<file path="src/rtl/ctx_irq_pkg.sv">
package ctx_irq_pkg;
  localparam int ID_W   = 5;
  localparam int CTX_W  = 3;
  localparam int DATA_W = 32;
  localparam int ADDR_W = 8;

  localparam logic [ADDR_W-1:0] PEND_ADDR = 8'h20;
  localparam logic [ADDR_W-1:0] TRIG_ADDR = 8'h21;
  localparam logic [2:0]        CTX_PAGE  = 3'b010;  // 0x40..0x5F

  typedef enum logic [2:0] {
    RD_ZERO, RD_PRIO, RD_PEND, RD_TRIG, RD_EN, RD_THR, RD_CLAIM
  } rdKind_e;

  typedef struct packed {
    logic              prioWe;
    logic              trigWe;
    logic              enWe;
    logic              thrWe;
    logic              claimRd;
    logic              complWe;
    logic [ID_W-1:0]   srcIdx;
    logic [CTX_W-1:0]  ctxIdx;
    rdKind_e           rdKind;
    logic [DATA_W-1:0] wdata;
  } strobe_t;
endpackage

</file>
<file path="src/rtl/ctx_irq_ctrl.sv">
module ctx_irq_ctrl
  import ctx_irq_pkg::*;
#(
  parameter int NSRC = 7,
  parameter int NCTX = 2
) (
  input  logic              clk,
  input  logic              rstN,
  input  logic              reqValid,
  input  logic              reqWrite,
  input  logic [ADDR_W-1:0] reqAddr,
  input  logic [DATA_W-1:0] reqWdata,
  input  logic [DATA_W-1:0] rdValue,
  output strobe_t           strobe,
  output logic              rspValid,
  output logic [DATA_W-1:0] rspData
);
  localparam logic [ADDR_W-1:0] LAST_PRIO = ADDR_W'(NSRC);
  localparam logic [CTX_W-1:0]  LAST_CTX  = CTX_W'(NCTX - 1);

  logic wrAcc;
  logic rdAcc;

  assign wrAcc = reqValid & reqWrite;
  assign rdAcc = reqValid & ~reqWrite;

  always_comb begin
    strobe        = '0;
    strobe.wdata  = reqWdata;
    strobe.rdKind = RD_ZERO;
    if (reqAddr != '0 && reqAddr <= LAST_PRIO) begin
      strobe.rdKind = RD_PRIO;
      strobe.srcIdx = reqAddr[ID_W-1:0];
      strobe.prioWe = wrAcc;
    end else if (reqAddr == PEND_ADDR) begin
      strobe.rdKind = RD_PEND;
    end else if (reqAddr == TRIG_ADDR) begin
      strobe.rdKind = RD_TRIG;
      strobe.trigWe = wrAcc;
    end else if (reqAddr[7:5] == CTX_PAGE && reqAddr[4:2] <= LAST_CTX) begin
      strobe.ctxIdx = reqAddr[4:2];
      case (reqAddr[1:0])
        2'd0: begin
          strobe.rdKind = RD_EN;
          strobe.enWe   = wrAcc;
        end
        2'd1: begin
          strobe.rdKind = RD_THR;
          strobe.thrWe  = wrAcc;
        end
        2'd2: begin
          strobe.rdKind  = RD_CLAIM;
          strobe.claimRd = rdAcc;
          strobe.complWe = wrAcc;
        end
        default: strobe.rdKind = RD_ZERO;
      endcase
    end
  end

  always_ff @(posedge clk or negedge rstN) begin
    if (!rstN) begin
      rspValid <= 1'b0;
      rspData  <= '0;
    end else begin
      rspValid <= rdAcc;
      if (rdAcc) rspData <= rdValue;
    end
  end
endmodule

</file>
<file path="src/rtl/ctx_irq_dp.sv">
module ctx_irq_dp
  import ctx_irq_pkg::*;
#(
  parameter int NSRC        = 7,
  parameter int NCTX        = 2,
  parameter int PRIO_W      = 3,
  parameter int CNT_W       = 4,
  parameter int QUEUE_EDGES = 1
) (
  input  logic              clk,
  input  logic              rstN,
  input  logic [NSRC-1:0]   srcIn,
  input  strobe_t           strobe,
  output logic [DATA_W-1:0] rdValue,
  output logic [NSRC:1]     pendVec,
  output logic [NSRC:1]     svcVec,
  output logic [NCTX-1:0]   irqOut
);
  localparam logic [CNT_W-1:0] CNT_MAX = '1;

  logic [PRIO_W-1:0] prio [1:NSRC];
  logic [NSRC:1]     trigEdge;
  logic [NSRC:1]     enMask [NCTX];
  logic [PRIO_W-1:0] thr [NCTX];
  logic [ID_W-1:0]   bestId [NCTX];
  logic [ID_W-1:0]   claimId;

  // configuration storage
  always_ff @(posedge clk or negedge rstN) begin
    if (!rstN) begin
      trigEdge <= '0;
      for (int i = 1; i <= NSRC; i++) prio[i] <= '0;
      for (int c = 0; c < NCTX; c++) begin
        enMask[c] <= '0;
        thr[c]    <= '0;
      end
    end else begin
      if (strobe.trigWe) trigEdge <= strobe.wdata[NSRC:1];
      for (int i = 1; i <= NSRC; i++)
        if (strobe.prioWe && strobe.srcIdx == ID_W'(i)) prio[i] <= strobe.wdata[PRIO_W-1:0];
      for (int c = 0; c < NCTX; c++) begin
        if (strobe.enWe && strobe.ctxIdx == CTX_W'(c)) enMask[c] <= strobe.wdata[NSRC:1];
        if (strobe.thrWe && strobe.ctxIdx == CTX_W'(c)) thr[c] <= strobe.wdata[PRIO_W-1:0];
      end
    end
  end

  always_comb begin
    claimId = '0;
    for (int c = 0; c < NCTX; c++)
      if (strobe.ctxIdx == CTX_W'(c)) claimId = bestId[c];
  end

  // per-source gateways
  for (genvar g = 1; g <= NSRC; g++) begin : gGate
    logic             srcPrev, pend, svc, rise, req, busy, claimHit, complHit;
    logic [CNT_W-1:0] cnt, cntNext;

    assign rise     = srcIn[g-1] & ~srcPrev;
    assign req      = trigEdge[g] ? rise : srcIn[g-1];
    assign busy     = pend | svc;
    assign claimHit = strobe.claimRd && claimId == ID_W'(g);
    assign complHit = strobe.complWe && strobe.wdata == DATA_W'(g) && svc;

    if (QUEUE_EDGES != 0) begin : gQueue
      assign cntNext = (trigEdge[g] && rise && busy && cnt != CNT_MAX) ? cnt + 1'b1 : cnt;
    end else begin : gDrop
      assign cntNext = '0;
    end

    always_ff @(posedge clk or negedge rstN) begin
      if (!rstN) begin
        srcPrev <= 1'b0;
        pend    <= 1'b0;
        svc     <= 1'b0;
        cnt     <= '0;
      end else begin
        srcPrev <= srcIn[g-1];
        cnt     <= cntNext;
        if (claimHit) begin
          pend <= 1'b0;
          svc  <= 1'b1;
        end else if (complHit) begin
          svc <= 1'b0;
          if (cntNext != '0) begin
            pend <= 1'b1;
            cnt  <= cntNext - 1'b1;
          end
        end else if (req && !busy) begin
          pend <= 1'b1;
        end
      end
    end

    assign pendVec[g] = pend;
    assign svcVec[g]  = svc;
  end

  // per-context arbitration: highest priority, lowest ID on ties
  for (genvar c = 0; c < NCTX; c++) begin : gArb
    logic [ID_W-1:0]   best;
    logic [PRIO_W-1:0] bestPrio;
    always_comb begin
      best     = '0;
      bestPrio = '0;
      for (int i = NSRC; i >= 1; i--)
        if (pendVec[i] && enMask[c][i] && prio[i] != '0 && prio[i] >= thr[c] && prio[i] >= bestPrio) begin
          best     = ID_W'(i);
          bestPrio = prio[i];
        end
    end
    assign bestId[c] = best;
    assign irqOut[c] = best != '0;
  end

  always_comb begin
    rdValue = '0;
    case (strobe.rdKind)
      RD_PRIO:
        for (int i = 1; i <= NSRC; i++)
          if (strobe.srcIdx == ID_W'(i)) rdValue = DATA_W'(prio[i]);
      RD_PEND: rdValue = DATA_W'({pendVec, 1'b0});
      RD_TRIG: rdValue = DATA_W'({trigEdge, 1'b0});
      RD_EN:
        for (int c = 0; c < NCTX; c++)
          if (strobe.ctxIdx == CTX_W'(c)) rdValue = DATA_W'({enMask[c], 1'b0});
      RD_THR:
        for (int c = 0; c < NCTX; c++)
          if (strobe.ctxIdx == CTX_W'(c)) rdValue = DATA_W'(thr[c]);
      RD_CLAIM: rdValue = DATA_W'(claimId);
      default: rdValue = '0;
    endcase
  end
endmodule

</file>
<file path="src/rtl/ctx_irq_arbiter.sv">
module ctx_irq_arbiter
  import ctx_irq_pkg::*;
#(
  parameter int NSRC        = 7,
  parameter int NCTX        = 2,
  parameter int PRIO_W      = 3,
  parameter int CNT_W       = 4,
  parameter int QUEUE_EDGES = 1
) (
  input  logic              clk,
  input  logic              rstN,
  input  logic [NSRC-1:0]   srcIn,
  input  logic              reqValid,
  output logic              reqReady,
  input  logic              reqWrite,
  input  logic [ADDR_W-1:0] reqAddr,
  input  logic [DATA_W-1:0] reqWdata,
  output logic              rspValid,
  output logic [DATA_W-1:0] rspData,
  output logic [NCTX-1:0]   irqOut
);
  strobe_t           strobe;
  logic [DATA_W-1:0] rdValue;
  logic [NSRC:1]     pendVec;
  logic [NSRC:1]     svcVec;

  assign reqReady = 1'b1;

  ctx_irq_ctrl #(.NSRC(NSRC), .NCTX(NCTX)) uCtrl (
    .clk(clk), .rstN(rstN), .reqValid(reqValid), .reqWrite(reqWrite),
    .reqAddr(reqAddr), .reqWdata(reqWdata), .rdValue(rdValue),
    .strobe(strobe), .rspValid(rspValid), .rspData(rspData)
  );

  ctx_irq_dp #(
    .NSRC(NSRC), .NCTX(NCTX), .PRIO_W(PRIO_W), .CNT_W(CNT_W), .QUEUE_EDGES(QUEUE_EDGES)
  ) uDp (
    .clk(clk), .rstN(rstN), .srcIn(srcIn), .strobe(strobe), .rdValue(rdValue),
    .pendVec(pendVec), .svcVec(svcVec), .irqOut(irqOut)
  );
endmodule

</file>
<file path="config.mk">
export PLATFORM = sky130hd
export DESIGN_NAME = ctx_irq_arbiter
export DESIGN_NICKNAME = d
export VERILOG_FILES = /design/src/rtl/ctx_irq_pkg.sv /design/src/rtl/ctx_irq_ctrl.sv /design/src/rtl/ctx_irq_dp.sv /design/src/rtl/ctx_irq_arbiter.sv
export SDC_FILE = /design/constraint.sdc
export NUM_CORES = 1
export LEC_CHECK = 0
export CAP_MARGIN = 20
export CORE_UTILIZATION = 35
export CTS_CLUSTER_DIAMETER = 30
export DETAILED_ROUTE_END_ITERATION = 12
export DONT_BUFFER_PORTS = 1
export PLACE_DENSITY = 0.54
export SYNTH_ARGS = -nofsm -noshare
export SYNTH_HDL_FRONTEND = slang
export SYNTH_SLANG_ARGS = --single-unit
</file>
<file path="constraint.sdc">
create_clock -name clk -period 9.4 [get_ports clk]
set_input_delay 0.94 -clock clk [delete_from_list [all_inputs] [get_ports clk]]
set_output_delay 0.94 -clock clk [all_outputs]
set_load 0.01 [all_outputs]
</file>
# == Yosys cells after proc, flatten, opt, wreduce, memory -nomap -nowiden ==
# Cells that the tools add are included.
# totals
word_cells,456
output_inout_bits,36
regBits,130
input_bits,51
# classes
n_bitwise,24
magnitude_cmp,29
n_mux,135
eq_ne,47
reduce_logical,165
n_addsub,14
# op_table
operator,count
case mux 32 bit (6 select lines),1
equality test 32 x 3 -> 1 bit (second input constant),4
two-way mux 3 bit,41
two-way mux 4 bit,30
logical AND 1 bit,118
greater-or-equal comparator 3 bit,26
equality test 32 x 2 -> 1 bit (second input constant),2
two-way mux 1 bit,53
nonzero test 3 bit,14
equality test 5 x 3 -> 1 bit (second input constant),8
equality test 32 x 1 -> 1 bit (second input constant),1
adder 4 x 1 -> 4 bit (second input constant),7
inequality test 4 bit (second input constant),7
nonzero test 4 bit,7
subtractor 4 x 1 -> 4 bit (second input constant),7
two-way mux 5 bit,5
inequality test 3 x 2 -> 1 bit (second input constant),7
equality test 5 x 2 -> 1 bit (second input constant),4
equality test 8 x 6 -> 1 bit (second input constant),2
two-way mux 8 bit,2
AND reduction 2 bit,7
nonzero test 2 bit,7
equality test 5 x 1 -> 1 bit (second input constant),2
nonzero test 5 bit,2
other kinds (18),50

# == Logic depth before layout (Yosys ltp) ==
# Gate-level depths: netlist of the first run.
# logic_depth
depth_word,29
depth_mapped,53
depth_no_buf,53

# == By module ==
# A second synthesis of the first run with hierarchy kept.
# unflattened
cells_unflattened,1043
hier_area_um2,10153.5
# modules_own_cells
module,seq_area_each_um2,cells_per_inst,area_per_inst_um2,instances
ctx_irq_dp,2427.3,902,8298.0,1
ctx_irq_ctrl,825.8,139,1844.3,1
ctx_irq_arbiter,0.0,2,11.3,1

# == Worst setup path after synthesis of the first run ==
# OpenSTA, ideal clock, no wires.
# synth_path
kind,register -> output
startpoint,register uDp.thr[0] in the netlist's numbering
endpoint,output port irqOut[1]
n_path_buf,0
required_ns,8.460
t_arrival_ns,8.555
path_slack_ns,-0.095
stages_incl_launch_ff,46
path_cell_list,dfrtp_1 > ha_1 > nor2b_1 > o21ai_0 > nand3_1 > nor2_1 > nand2_1 > ha_1 > a21oi_1 > o21ai_0 > and3_1 > o21ai_0 > inv_1 > ha_1 > o21a_1 > o21ai_0 > a21oi_1 > nor2_1 > (+10 left out) > nand2b_1 > o21ai_0 > nor3b_1 > a21oi_2 > mux2_2 > ha_1 > nand2b_1 > a21o_1 > a21oi_1 > nor3_1 > inv_1 > mux2_2 > ha_1 > nand2b_1 > a21o_1 > a21oi_1 > nor2_1 > a311o_1
# synth_between
elab_chain_cells,23
elab_cells_between_ends,41
# synth_lines
item,line,source
"start, declared",ctx_irq_dp.sv:24,logic [PRIO_W-1:0] thr [NCTX];
"start signal, assigned by index",ctx_irq_dp.sv:43,if (strobe.thrWe && strobe.ctxIdx == CTX_W'(c)) thr[c] <= strobe.wdata[PRIO_W-1:0];
greater-or-equal comparator 3 bit,ctx_irq_dp.sv:107,if (pendVec[i] && enMask[c][i] && prio[i] != '0 && prio[i] >= thr[c] && prio[i] >= bestPrio) begin
logical AND 1 bit (2 in series),ctx_irq_dp.sv:107,
two-way mux 3 bit,ctx_irq_dp.sv:107,
greater-or-equal comparator 3 bit,ctx_irq_dp.sv:107,
logical AND 1 bit,ctx_irq_dp.sv:107,
two-way mux 3 bit,ctx_irq_dp.sv:107,
greater-or-equal comparator 3 bit,ctx_irq_dp.sv:107,
logical AND 1 bit,ctx_irq_dp.sv:107,
(+6 left out),--,
two-way mux 3 bit,ctx_irq_dp.sv:107,
greater-or-equal comparator 3 bit,ctx_irq_dp.sv:107,
logical AND 1 bit,ctx_irq_dp.sv:107,
two-way mux 3 bit,ctx_irq_dp.sv:107,
greater-or-equal comparator 3 bit,ctx_irq_dp.sv:107,
logical AND 1 bit,ctx_irq_dp.sv:107,
two-way mux 3 bit (*),ctx_irq_dp.sv:107,
nonzero test 5 bit (*),ctx_irq_dp.sv:113,assign irqOut[c] = best != '0;
"end, declared",ctx_irq_arbiter.sv:20,output logic [NCTX-1:0] irqOut
# Mark *: on every way between the ends. The rest lies on a longest branch, timed or not.

# == Worst setup path after layout of the first run ==
# layout_path
startpoint,register uDp.prio[2] in the netlist's numbering
endpoint,output port irqOut[0]
# layout_between
elab_chain_cells,24
elab_cells_between_ends,32
# layout_lines
item,line,source
"start, declared",ctx_irq_dp.sv:21,logic [PRIO_W-1:0] prio [1:NSRC];
"start signal, assigned by index",ctx_irq_dp.sv:40,if (strobe.prioWe && strobe.srcIdx == ID_W'(i)) prio[i] <= strobe.wdata[PRIO_W-1:0];
branches (longest 22 deep; another with greater-or-equal comparator 3 bit),--,
two-way mux 3 bit (*),ctx_irq_dp.sv:107,
nonzero test 5 bit (*),ctx_irq_dp.sv:113,
# Mark *: on every way between the ends.

==> run summary, run 1 <==
status = finished with violations
failing checks = negative setup slack
r2r setup slk = 140 ps
drt pass-1 iters = 5
final setup vio count = 2
total track usage = 0.1995
IO Port Bufs = 0
vias per cell = 5.479
Final Wtd Congestion = 0.8420
placed cell count = 1,200
CTS Buf Count = 9
first-pass GRT wire length = 36.58 mm
CP max stage delay = 440 ps
largest net degree at the start of global routing = 107
f_max = 104.8 MHz
max cap viols = 0
Clock transition at path regs = 70 ps
pin slew with the least headroom to its limit = 938.1 ps
final hold slack = 274.3 ps
Primary FF master, synth = dfrtp_1
Hold Buf Count CTS = 0
Clock Latency Late Sink = 350 ps
final WL = 23.65 mm
Initial Util = 0.3585
critical path class = reg -> out
cell count after synthesis = 852
# clock sinks = 106
leakage power = 4.473 nW
DP Wirelength = 17.51 mm
Async SR Flop Fraction = 1.000
vias after detailed routing = 6,832
RSZ-0062 raised after global routing = yes
sequential area share after synthesis = 0.3249
share of layout cells above drive strength 1 = 0.2859
Clock Skew = 8.686 ps
Design Area, Final = 9803 um^2
Die X = 154.7 um
FP Rows = 55
CP max FO = 3
post-route ant nets = 0
area post-placement = 8786 um^2
minimum clock period = 9540 ps
Worst Hold Class = in -> async
crit share post-route = 1.015
reg2reg end = uDp.gGate[4].svc
Chip Height = 154.7 um
CTS tree = yes
H-tree Lvls = 3
cells on worst reg2reg path = 48
Slew Limit Fails = 0
Ys Warns = 0
Rel. slew slack = 0.3694
final non-filler cell total = 1,247
crit path buf inv count = 3
FILL cells = 2,194
Place WS = -393.4 ps
Synth cell types = 83
Worst Setup Slack, final = -139.7 ps
Max VDD drop = 103.7 uV
CP Launch Type = flop
Worst Path Required = 8460 ps
syn avg cell area = 9.584 um^2
P per Cell Area = 100.3 nW/um^2
Ports = 87
initial DRC count = 466
Layout area overhead = 20.06%
GRT overflow = 0
Reg2Reg Launch Point = uDp.prio[2]
initial antenna violation count = 0
Post-synth EDFFs = 0
Crit path max-delay family = adder cells
drt wl/cell = 18.97 um
Arr. time, crit path = 8600 ps
Root Driver = clkbuf_16
nets = 1,063
vias in the first global route = 6,387
Mapped Area = 8165 um^2
diode count = 0
post-synthesis register bit count = 106
Setup crit end kind = output port
Final Hold Fails = 0
die area = 23,940 um^2
Max Root-Sink Buffers = 2
Crit-path slowest cell = dfrtp_2
DR DRC count = 0
core area = 22,780 um^2
where the power goes:
part	internal (W)	switching, W
clock network	0.000188	0.000178
registers	0.000472	0.0000199
logic	0.0000591	0.0000666
total	0.000719	0.000264
final cells by class:
class,instances,area (um^2),share of cell area
Tap cell,313,391.6,0.03995
Clock inverter,5,38.79,0.003957
Timing Repair Buffer,86,653.1,0.06662
Clock buffer,11,242.7,0.02476
Sequential cell,106,2654,0.2707
Inverter,45,168.9,0.01723
Multi-Input combinational cell,681,5654,0.5768
how the worst max path moves through the flow:
| stage | startpoint | end | cells past startpoint |
|---|---|---|---|
| floorplan | uDp.thr[0] | irqOut[1] | 45 |
| global placement | uDp.prio[2] | uDp.gGate[4].pend | 49 |
| detailed placement | uDp.prio[2] | uDp.gGate[4].pend | 49 |
| CTS | uDp.prio[2] | irqOut[1] | 46 |
| global route | uDp.prio[2] | irqOut[0] | 44 |
| finish | uDp.prio[2] | irqOut[0] | 44 |
through the flow:
stage | power (W) | utilization | TNS [ps]
2_1_floorplan | 0.0005900 | - | 0
3_3_place_gp | 0.0006096 | 0.3857 | -2303
3_5_place_dp | 0.0006118 | 0.3857 | -3418
4_1_cts | 0.0009852 | 0.4126 | 0
5_1_grt | 0.001028 | 0.4304 | -2260
6_report | 0.0009836 | 0.4304 | -147.7
registers in the layout (all words and copies together) (netlist names), 7 cells and up:
| signal | cells |
|---|---|
| uDp.enMask | 14 |
| uDp.gGate.cnt | 28 |
| uDp.gGate.svc | 7 |
| uDp.gGate.pend | 7 |
| uDp.trigEdge | 7 |
| uDp.gGate.srcPrev | 7 |
| uDp.prio | 21 |
| uCtrl.rspData | 8 |
cell usage after synthesis, types with 4 or more instances:
library cell	n	area share
a22o_1	4	0.0043
mux2_2	55	0.076
nor4_2	4	0.0061
o2111ai_1	10	0.011
nor3_1	18	0.011
xnor2_1	16	0.017
nand3_1	23	0.014
o21ai_0	47	0.029
clkbuf_1	13	0.0060
a21oi_1	34	0.021
o21a_1	6	0.0055
or3_1	4	0.0031
a21o_1	11	0.010
a22oi_1	5	0.0046
ha_1	83	0.13
nor4_1	8	0.0061
nor2_1	31	0.014
dfrtp_1	106	0.32
or4_1	6	0.0055
buf_4	25	0.023
mux2i_1	25	0.031
and2_1	6	0.0046
o31a_1	5	0.0054
nand4_1	17	0.013
a31oi_1	19	0.015
a222oi_1	7	0.0086
o211ai_1	6	0.0055
and3_1	6	0.0046
a211oi_1	5	0.0046
inv_1	45	0.021
xor2_1	12	0.013
nand2_1	79	0.036
and4_1	6	0.0064
nor2b_1	10	0.0077
nand2b_1	22	0.017
logic make-up (layout without fill, tap and decap cells):
logic type               count (synthesis)  after routing  synth area share
flip-flops                             106            106            0.3249
multiplexers                            83             83            0.1152
XOR/XNOR                                28             28           0.03003
buffers and inverters                   88            147           0.05486
AO/OA/AOI/OAI                          196            196            0.1690
AND/OR/NAND/NOR                        265            265            0.1765
other                                    2             25         0.0009197
adder cells (fa/ha/maj)                 84             84            0.1286
metal layers:
metal | track usage | share of wire | up-vias
met5 | 0 | 0 | -
met4 | 0.05045 | 0.013 | 0
met3 | 0.02550 | 0.052 | 19
met2 | 0.3284 | 0.48 | 185
met1 | 0.2759 | 0.46 | 3332
li1 | - | - | 3296
cell usage in the layout, fill, tap and decap left out, types with 17 or more instances in the layout:
cell type	count
nand2_1	71
inv_1	42
dfrtp_1	105
mux2_2	47
o21ai_0	36
nor2_1	26
nand4_1	17
a21oi_1	26
buf_4	83
mux2i_1	25
ha_1	70
a31oi_1	18
nand3_1	21
conb_1	25
repair_timing:
| item | 4_1_cts | 5_1_grt |
|---|---|---|
| endpoints found under the setup margin | 19 | 19 |
| pin swaps | 40 | 50 |
| gates resized for setup | 50 | 53 |
| setup buffers | 16 | 15 |
| gates cloned | 0 | 0 |
(Power assumes the default switching activity.)
==> inputs of run 2 (changes only) <==
- CTS_BUF_LIST: not set -> sky130_fd_sc_hd__clkbuf_4 sky130_fd_sc_hd__clkbuf_8
- DONT_BUFFER_PORTS: 1 -> not set
- PLACE_DENSITY: 0.54 -> 0.59
==> run 2 against run 1 <==
The run still ends with negative setup slack left. Register-to-register slack worse by 370 ps. Die area unchanged. First-iteration DRC count up 9.0%. Non-clock buffer count grew 123. Sequential share of layout area decreased by 2.9 points. Cell count up 9.9%. Combinational power is 37% higher. Setup slack got worse by 91 ps. Sequential power about the same. Clock power is 6.3% lower. Critical endpoint is now uDp.gGate[1].pend. Largest cell class unchanged. Largest power group unchanged.
==> run summary, run 2 (same netlist as run 1, synthesis figures left out) <==
hold path cells = 2
Root Driver = clkbuf_8 (was clkbuf_16)
Clock Latency Late Sink = 380 ps (was 350 ps)
P per Cell Area = 91.73 nW/um^2 (was 100.3 nW/um^2)
cells on worst reg2reg path = 57 (was 48)
vias after detailed routing = 7,419 (was 6,832)
drt wl/cell = 18.34 um (was 18.97 um)
Initial Util = 0.3585 (unchanged)
GRT overflow = 0 (unchanged)
area post-placement = 9477 um^2 (was 8786 um^2)
biggest regs = uDp.gGate.cnt (28), uDp.prio (21), uDp.enMask (14) (unchanged)
FILL cells = 2,095 (was 2,194)
critical path class = reg -> reg (was reg -> out)
H-tree Lvls = 3 (unchanged)
most frequent cells in the layout = 138 x buf_4, 106 x dfrtp_1, 70 x nand2_1 (was 105 x dfrtp_1, 83 x buf_4, 71 x nand2_1)
Worst Hold Class = reg -> reg (was in -> async)
CP Launch Type = flop (unchanged)
CP max stage delay = 440 ps (about the same)
Tot Pwr = 0.001007 W (was 0.0009836 W)
minimum clock period = 9630 ps (was 9540 ps)
Reg2Reg Launch Point = uDp.prio[2] (unchanged)
max reg flops = 28 (unchanged)
core area = 22,780 um^2 (unchanged)
Design Area, Final = 10,980 um^2 (was 9803 um^2)
IO Port Bufs = 61 (was 0)
CTS tree = yes (unchanged)
Clock transition at path regs = 100 ps (was 70 ps)
Crit-path slowest cell = dfrtp_1 (was dfrtp_2)
vias in the first global route = 7,358 (was 6,387)
failing checks = negative setup slack (unchanged)
leakage power = 4.997 nW (was 4.473 nW)
Max VDD drop = 58.45 uV (was 103.7 uV)
max cap viols = 0 (unchanged)
CP max FO = 4 (was 3)
Worst Path Required = 9660 ps (was 8460 ps)
initial DRC count = 508 (was 466)
Final Hold Fails = 0 (unchanged)
first-pass GRT wire length = 39.45 mm (was 36.58 mm)
largest net degree at the start of global routing = 62 (was 107)
post-route ant nets = 0 (unchanged)
most common cell after layout, fill and taps aside = buf_4 (was dfrtp_1)
total track usage = 0.2103 (was 0.1995)
nets = 1,186 (was 1,063)
crit share post-route = 1.025 (was 1.015)
vias per cell = 5.415 (was 5.479)
Slew Limit Fails = 0 (unchanged)
setup tns final = -2251 ps (was -147.7 ps)
FP Rows = 55 (unchanged)
Hold EP = uCtrl.rspData[6]
Clock Skew = 12.09 ps (was 8.686 ps)
RSZ-0062 raised after global routing = yes (unchanged)
final setup vio count = 15 (was 2)
r2r setup slk = -230 ps (was 140 ps)
Place WS = -821.0 ps (was -393.4 ps)
status = finished with violations (unchanged)
Chip Height = 154.7 um (unchanged)
final design utilization = 0.4820 (was 0.4304)
Layout area overhead = 34.46% (was 20.06%)
share of layout cells above drive strength 1 = 0.3292 (was 0.2859)
# clock sinks = 106 (unchanged)
f_max = 103.8 MHz (was 104.8 MHz)
final WL = 25.12 mm (was 23.65 mm)
DP Wirelength = 17.74 mm (was 17.51 mm)
die area = 23,940 um^2 (unchanged)
largest reg by FF count = uDp.gGate.cnt (unchanged)
pin slew with the least headroom to its limit = 981.7 ps (was 938.1 ps)
Worst Setup Slack, final = -230.4 ps (was -139.7 ps)
initial antenna violation count = 0 (unchanged)
Arr. time, crit path = 9890 ps (was 8600 ps)
CTS Buf Count = 9 (unchanged)
drt pass-1 iters = 6 (was 5)
Setup crit end kind = flop (was output port)
Rel. slew slack = 0.3401 (was 0.3694)
DR DRC count = 0 (unchanged)
reg2reg end = uDp.gGate[1].pend (was uDp.gGate[4].svc)
Max Root-Sink Buffers = 2 (unchanged)
Hold Buf Count CTS = 0 (unchanged)
critical hold path startpoint = uCtrl.rspData[6]
Die X = 154.7 um (unchanged)
Final Wtd Congestion = 0.8531 (was 0.8420)
CP dominant cell by count = buf_4
Ports = 87 (unchanged)
diode count = 0 (unchanged)
## run 2: cell count changes in the layout (fill, tap and decap cells not counted), moves of 3 or more
cell / previous run / this run
bufinv_16: 0 / 3
nor2_1: 26 / 23
clkbuf_16: 9 / 0
buf_4: 83 / 138
buf_6: 2 / 11
clkdlybuf4s50_1: 0 / 58
clkbuf_8: 1 / 9
a21oi_1: 26 / 23
a21oi_2: 9 / 13
## run 2: worst max-delay path, delay by kind of cell, from the launching register on
| kind | cells | cell delay (ps) |
|---|---|---|
| AOI/OAI and AO/OA | 14 | 1980 |
| adders and majority gates | 6 | 1760 |
| buffers and inverters | 26 | 3260 |
| DFF | 1 | 440 |
| muxes | 1 | 330 |
| and+or+nand+nor | 10 | 1700 |
## run 2: where the power goes
part / switching, W / leakage [nW] / total (W) / internal [W]
Clock: 0.000162 / 0.117 / 0.000343 / 0.000181
Combinational: 0.0000933 / 3.50 / 0.000173 / 0.0000796
Sequential: 0.0000193 / 1.38 / 0.000491 / 0.000472
Total: 0.000275 / 5.00 / 0.00101 / 0.000732
## run 2: final cells by class
| type | instances | area, um^2 | share of cell area |
|---|---|---|---|
| clock inverter | 6 | 113.9 | 0.01037 |
| multi-input combinational | 681 | 5767 | 0.5252 |
| inverter | 45 | 172.7 | 0.01573 |
| sequential | 106 | 2653 | 0.2416 |
| clock buffer | 10 | 131.4 | 0.01197 |
| tap | 313 | 391.6 | 0.03567 |
| timing repair buffer | 209 | 1750 | 0.1594 |
## run 2: worst max path at each step
| stage | start | endpoint | slack [ps] | depth (start not counted) |
|---|---|---|---|---|
| floorplan | uDp.thr[0] | irqOut[1] | 20 | 45 |
| global placement | uDp.thr[2] | irqOut[1] | -750 | 47 |
| detailed placement | uDp.prio[0] | irqOut[1] | -820 | 48 |
| CTS | uDp.prio[2] | irqOut[1] | -30 | 47 |
| global route | uDp.prio[2] | irqOut[0] | -630 | 45 |
| finish | uDp.prio[2] | uDp.gGate[1].pend | -230 | 57 |
## run 2: metrics by stage
stage          hold WS (ps)  instances
2_1_floorplan         490.8        875
3_3_place_gp          467.8       1272
3_5_place_dp          474.6       1272
4_1_cts               497.6       1358
5_1_grt               527.5       1370
6_report              487.1       1370
## run 2: per-layer routing
| metal | vias to the layer above | wire (um) | track usage |
|---|---|---|---|
| met5 | - | 0 | 0 |
| met4 | 0 | 535 | 0.05752 |
| met3 | 40 | 1375 | 0.02970 |
| met2 | 244 | 12240 | 0.3678 |
| met1 | 3612 | 10970 | 0.2700 |
| li1 | 3523 | - | - |
## run 2: repair_timing
action | in CTS | in global routing
endpoints found under the setup margin | 19 | 19
pin swaps | 52 | 68
gates resized for setup | 79 | 63
buffers inserted | 70 | 15
